$ cat config.mk
export PLATFORM = sky130hd
export DESIGN_NAME = lsq_link_bringup
export DESIGN_NICKNAME = d
export VERILOG_FILES = /design/src/rtl/lsq_pkg.sv /design/src/rtl/lsq_step_ctr.sv /design/src/rtl/lsq_rx_ovrd.sv /design/src/rtl/lsq_link_bringup.sv
export SDC_FILE = /design/constraint.sdc
export NUM_CORES = 1
export LEC_CHECK = 0
export BUFFER_PORTS_ARGS = -buffer_cell sky130_fd_sc_hd__buf_2
export CAP_MARGIN = 0
export CORE_UTILIZATION = 45
export DETAILED_ROUTE_END_ITERATION = 10
export GPL_TIMING_DRIVEN = 0
export PLACE_DENSITY = 0.77
export SYNTH_ARGS = -nofsm -noshare
export SYNTH_HDL_FRONTEND = slang
export SYNTH_SLANG_ARGS = --single-unit
$ cat constraint.sdc
create_clock -name clk -period 3.4 [get_ports clk]
set_input_delay 0.51 -clock clk [delete_from_list [all_inputs] [get_ports clk]]
set_output_delay 0.51 -clock clk [all_outputs]
set_load 0.05 [all_outputs]
$ cat src/rtl/lsq_pkg.sv
package lsq_pkg;

  typedef enum logic [3:0] {
    ST_IDLE,
    ST_FORCE,
    ST_TRAIN,
    ST_RAISE,
    ST_REQ,
    ST_POLL,
    ST_RELINK,
    ST_PHYRST,
    ST_DONE,
    ST_FAIL
  } seq_state_e;

  // supported-speed field encodings
  localparam logic [3:0] SPD_2G5 = 4'h1;
  localparam logic [3:0] SPD_5G0 = 4'h2;

  // override bit positions decoded by the PHY
  localparam int RX_DATA_OVRD_BIT = 5;
  localparam int RX_PLL_OVRD_BIT  = 3;

  function automatic int max3(input int a, input int b, input int c);
    int m;
    m = (a > b) ? a : b;
    return (m > c) ? m : c;
  endfunction

endpackage

$ cat src/rtl/lsq_step_ctr.sv
module lsq_step_ctr #(
  parameter int W = 8
) (
  input  logic         clk,
  input  logic         rst_n,
  input  logic         clr,
  output logic [W-1:0] cnt
);

  logic [W-1:0] cnt_d;
  logic         adv;

  always_comb begin
    adv   = (cnt != {W{1'b1}});
    cnt_d = cnt;
    if (clr)      cnt_d = '0;
    else if (adv) cnt_d = cnt + 1'b1;
  end

  always_ff @(posedge clk or negedge rst_n) begin
    if (!rst_n) cnt <= '0;
    else        cnt <= cnt_d;
  end

endmodule

$ cat src/rtl/lsq_rx_ovrd.sv
module lsq_rx_ovrd #(
  parameter int WIDTH = 16,
  parameter int BIT_A = 5,
  parameter int BIT_B = 3
) (
  input  logic             clk,
  input  logic             rst_n,
  input  logic             set_i,
  input  logic             clr_i,
  output logic [WIDTH-1:0] ovrd_o
);

  for (genvar g = 0; g < WIDTH; g++) begin : g_bit
    if (g == BIT_A || g == BIT_B) begin : g_live
      logic q;
      always_ff @(posedge clk or negedge rst_n) begin
        if (!rst_n)     q <= 1'b0;
        else if (set_i) q <= 1'b1;
        else if (clr_i) q <= 1'b0;
      end
      assign ovrd_o[g] = q;
    end else begin : g_tie
      assign ovrd_o[g] = 1'b0;
    end
  end

endmodule

$ cat src/rtl/lsq_link_bringup.sv
module lsq_link_bringup
  import lsq_pkg::*;
#(
  parameter int LINK_TIMEOUT = 1000,
  parameter int POLL_RETRIES = 200,
  parameter int HOLD_CYCLES  = 1000,
  parameter int OVRD_W       = 16
) (
  input  logic              clk,
  input  logic              rst_n,
  input  logic              start_i,
  input  logic [1:0]        max_gen_i,
  input  logic              chg_poll_en_i,
  input  logic              link_up_i,
  input  logic              spd_chg_pending_i,
  input  logic [3:0]        lnk_sta_speed_i,
  output logic              busy_o,
  output logic              done_o,
  output logic              fail_o,
  output logic [3:0]        cur_speed_o,
  output logic [3:0]        sup_speed_o,
  output logic              spd_chg_set_o,
  output logic              ltssm_en_o,
  output logic [OVRD_W-1:0] rx_ovrd_o
);

  localparam int LIM = max3(LINK_TIMEOUT, POLL_RETRIES, HOLD_CYCLES);
  localparam int CW  = $clog2(LIM + 1);
  localparam logic [CW-1:0] TO_LAST   = CW'(LINK_TIMEOUT - 1);
  localparam logic [CW-1:0] POLL_LAST = CW'(POLL_RETRIES - 1);
  localparam logic [CW-1:0] HOLD_LAST = CW'(HOLD_CYCLES - 1);

  seq_state_e st_q, st_d;
  logic [CW-1:0] cnt;
  logic          cnt_clr;
  logic          want_gen2;

  logic [3:0] sup_q, sup_d;
  logic       ltssm_q, ltssm_d;
  logic [3:0] cur_q, cur_d;
  logic       ovrd_set, ovrd_clr;

  assign want_gen2 = (max_gen_i >= 2'd2);

  // next state
  always_comb begin
    st_d = st_q;
    unique case (st_q)
      ST_IDLE:   if (start_i) st_d = ST_FORCE;
      ST_FORCE:  st_d = ST_TRAIN;
      ST_TRAIN: begin
        if (link_up_i)          st_d = want_gen2 ? ST_RAISE : ST_DONE;
        else if (cnt == TO_LAST) st_d = ST_PHYRST;
      end
      ST_RAISE:  st_d = ST_REQ;
      ST_REQ:    st_d = chg_poll_en_i ? ST_POLL : ST_RELINK;
      ST_POLL: begin
        if (!spd_chg_pending_i)    st_d = ST_RELINK;
        else if (cnt == POLL_LAST) st_d = ST_PHYRST;
      end
      ST_RELINK: begin
        if (link_up_i)           st_d = ST_DONE;
        else if (cnt == TO_LAST) st_d = ST_PHYRST;
      end
      ST_PHYRST: if (cnt == HOLD_LAST) st_d = ST_FAIL;
      ST_DONE:   st_d = ST_IDLE;
      ST_FAIL:   st_d = ST_IDLE;
      default:   st_d = ST_IDLE;
    endcase
  end

  assign cnt_clr = (st_d != st_q);

  // register next values
  always_comb begin
    sup_d   = sup_q;
    ltssm_d = ltssm_q;
    cur_d   = cur_q;
    if (cnt_clr) begin
      unique case (st_d)
        ST_FORCE: begin
          sup_d   = SPD_2G5;
          ltssm_d = 1'b0;
          cur_d   = 4'h0;
        end
        ST_TRAIN: ltssm_d = 1'b1;
        ST_RAISE: sup_d   = SPD_5G0;
        ST_DONE:  cur_d   = lnk_sta_speed_i;
        default: ;
      endcase
    end
  end

  assign ovrd_set = cnt_clr && (st_d == ST_PHYRST);
  assign ovrd_clr = cnt_clr && (st_q == ST_PHYRST);

  always_ff @(posedge clk or negedge rst_n) begin
    if (!rst_n) begin
      st_q    <= ST_IDLE;
      sup_q   <= 4'h0;
      ltssm_q <= 1'b0;
      cur_q   <= 4'h0;
    end else begin
      st_q    <= st_d;
      sup_q   <= sup_d;
      ltssm_q <= ltssm_d;
      cur_q   <= cur_d;
    end
  end

  lsq_step_ctr #(.W(CW)) u_ctr (
    .clk   (clk),
    .rst_n (rst_n),
    .clr   (cnt_clr),
    .cnt   (cnt)
  );

  lsq_rx_ovrd #(
    .WIDTH (OVRD_W),
    .BIT_A (RX_DATA_OVRD_BIT),
    .BIT_B (RX_PLL_OVRD_BIT)
  ) u_ovrd (
    .clk    (clk),
    .rst_n  (rst_n),
    .set_i  (ovrd_set),
    .clr_i  (ovrd_clr),
    .ovrd_o (rx_ovrd_o)
  );

  assign busy_o        = (st_q != ST_IDLE);
  assign done_o        = (st_q == ST_DONE);
  assign fail_o        = (st_q == ST_FAIL);
  assign spd_chg_set_o = (st_q == ST_REQ);
  assign sup_speed_o   = sup_q;
  assign ltssm_en_o    = ltssm_q;
  assign cur_speed_o   = cur_q;

endmodule

==> impl_results.md <==
* Status: complete, no violations
* Vias/cell at ~4.8
* Final cycle utilization of the critical path at roughly 67%
* CTS tree: built
* Top_reg_cell synth: dfrtp_1
* Sw frac at 47.0%
* Die area at approximately 3400 um2
* Clock Pin Slew Worst Setup and Hold Paths at roughly 0.13 ns
* Row count at 20
* Die Ht at 58.4 um
* Antenna Nets Post-Route at 0
* Htree depth at 1
* # hold bufs at CTS at 0
* Final setup violating endpoints at 0
* Die Width at 58.4 um
* Postcts setup bufs at 0
* IO Count at 41
* Area Overhead vs Synth at 19.5%
* Core area at around 3000 um2
* Max Buffers Root-to-Sink at 2
* DRC errors left at 0
* DR iter-0 viols at 74
* TNS Setup at 0 ns
* Leak at between 0.8 and 0.9 nW
* Post-CTS Resized at 0
* Distinct cells, synth at 46
* Fmax at 440 MHz
* Clk_lat worst skew at approximately 0.32 ns
* Hold Crit Class: input port to asynchronous set/reset pin
* P_sw at 600 uW
* RSZ-0062 raised after global routing: no
* Number of synthesized flops with an enable pin at 0
* Crit Path Category: flip-flop to flip-flop
* Part of the Yosys area used for sequential elements at 38.5%
* Final #Nets at ~220
* Initial Util at 47.3%
* Worst Path Arrival at ~2.5 ns
* GP Congestion at a little under 0.9
* Mapped Cells at 159
* Vias at 1,179
* Total grt overflow at 0
* Register bit total from synthesis at 22
* Clk pwr share at between 10% and 20%
* Largest net degree at the start of global routing at 23
* I/O Buffers at 23
* Syn Area/Cell at 9.00 um2
* Initial antenna violation count at 0
* Total GRT Usage at 18.1%
* PD cells at 746 nW/um2
* MaxCap Viol Count at 0
* Worst R2R Setup Slack at approximately 1.1 ns
* Reg power frac at 28.8%
* Fillers at 282
* Total Wirelength at 2740 um
* VDD IR max at 0.000418 V
* Final clock skew at 0.0149 ns
* CP max FO at 6
* Reg2reg path depth at 7
* Synth Cell Area at between 1000 and 1500 um2
* Share of cells above drive strength 1 at 27.9%
* Final HPWL DP at 2050 um
* Vias in the first global route at 1,073
* Asr flop ratio synth at 100%
* Sink Count at 22
* Comb power frac at between 50% and 60%
* Hold Slack at 0.131 ns
* CP required at approximately 3.6 ns
* Diode count at 0
* CTS buffer count at 3
* Internal power at 676 uW
* Final worst path period need at 2.27 ns
* Drt pass-1 iters at 4
* Max Slew Vio Count at 0
* Synth warn at 0
* Root buffer cell: clkbuf_4
* DR WL/cell at 11.2 um
* CP Launch Type: flip-flop
* Hold Fails Final Rpt at 0
* First-pass GRT wire length at between 4000 and 5000 um
* Setup crit end kind: flip-flop
[final timing paths]
check                                    from        endpoint
max in group asynchronous               rst_n  cur_speed_o[1]
min reg2reg                    sup_speed_o[0]  sup_speed_o[0]
min in group clk           lnk_sta_speed_i[3]  cur_speed_o[3]
max reg2reg                      u_ctr.cnt[0]  sup_speed_o[0]
min                                     rst_n         st_q[1]
max                              u_ctr.cnt[0]  sup_speed_o[0]
[placed cells by master, fill, tap and decap left out, types with 2 or more instances in the layout]
cell,n
a211oi_1,2
a21oi_1,5
a221o_1,2
a22o_1,4
and3_1,4
buf_2,25
buf_4,18
buf_6,2
clkbuf_1,4
clkbuf_4,3
conb_1,16
dfrtp_1,22
inv_1,8
nand2_1,9
nand2b_1,4
nand3_1,4
nand3b_1,2
nor2_1,18
nor3_1,7
nor3_2,2
o21ai_0,3
o311a_1,2
o31ai_1,5
or3_1,2
or4b_2,2
xnor2_1,2
xor2_1,3
[worst max-delay path, cell delays in order, from the launching register on]
cell	delay, ns
dfrtp_1	0.41
ha_1	0.25
nand4b_1	0.20
or3_1	0.38
clkbuf_1	0.16
a221o_1	0.37
nand3b_1	0.20
a21o_1	0.20
[through the flow]
| stage | power (mW) | area (um2) | std cells | setup slack, ns | utilization, % |
|---|---|---|---|---|---|
| floorplan | 0.937 | 1490 | 174 | 1.15 | - |
| global placement | 1.07 | 1660 | 241 | 1.09 | 54.8 |
| detailed placement | 1.08 | 1660 | 241 | 1.04 | 54.8 |
| CTS | 1.28 | 1710 | 245 | 1.13 | 56.5 |
| global route | 1.36 | 1710 | 245 | 1.02 | 56.5 |
| finish | 1.28 | 1710 | 245 | 1.13 | 56.5 |
[state kept, by name (all words and copies together) (netlist names)]
signal,flops
sup_speed_o,2
cur_speed_o,4
u_ovrd.g_bit.g_live.q,1
ltssm_en_o,1
u_ctr.cnt,10
st_q,4
[power groups by stage]
stage | registers [mW] | logic, mW | clock network, mW
floorplan | 0.477 | 0.459 | 0
global placement | 0.371 | 0.701 | 0
detailed placement | 0.372 | 0.706 | 0
CTS | 0.367 | 0.707 | 0.208
global route | 0.373 | 0.767 | 0.220
finish | 0.367 | 0.707 | 0.202
[routing by layer]
| metal | global-route usage [%] | vias up | part of all wire (%) |
|---|---|---|---|
| met5 | 0 | - | 0 |
| met4 | 4.76 | 0 | 0.36 |
| met3 | 5.49 | 2 | 4.4 |
| met2 | 28.7 | 31 | 49 |
| met1 | 24.1 | 530 | 47 |
| li1 | - | 616 | - |
[logic make-up after synthesis]
kind of cell,count (synthesis),synth area share (%)
simple gates,61,22.6
buf+inv,34,14.9
compound gates,33,18.4
flops,22,38.5
xor+xnor,5,3.06
mux,2,1.49
fa+ha+maj,1,0.874
other cells,1,0.262
[final cells by class]
cell class | count | area (um2) | area share [%]
Sequential cell | 22 | 551 | 32.2
Tap cell | 44 | 55.1 | 3.22
Inverter | 8 | 30.0 | 1.76
Multi-Input combinational cell | 118 | 724 | 42.4
Clock inverter | 1 | 30.0 | 1.76
Timing Repair Buffer | 23 | 115 | 6.73
Clock buffer | 3 | 22.5 | 1.32
Buffer | 26 | 183 | 10.7
[cell usage after synthesis (all sizes together) (3+ instances only)]
master,instances,share of area [%]
buf,22,12
dfrtp,22,38
nor2,18,4.7
nand2,9,2.4
nor3,9,3.8
inv,8,2.1
a21oi,5,1.7
o31ai,5,2.6
a22o,4,2.4
and3,4,1.7
clkbuf,4,1.0
nand2b,4,1.7
nand3,4,1.4
a211oi,3,1.9
o21ai,3,1.0
xor2,3,1.8
No activity file was read; power rests on OpenSTA's default activity.
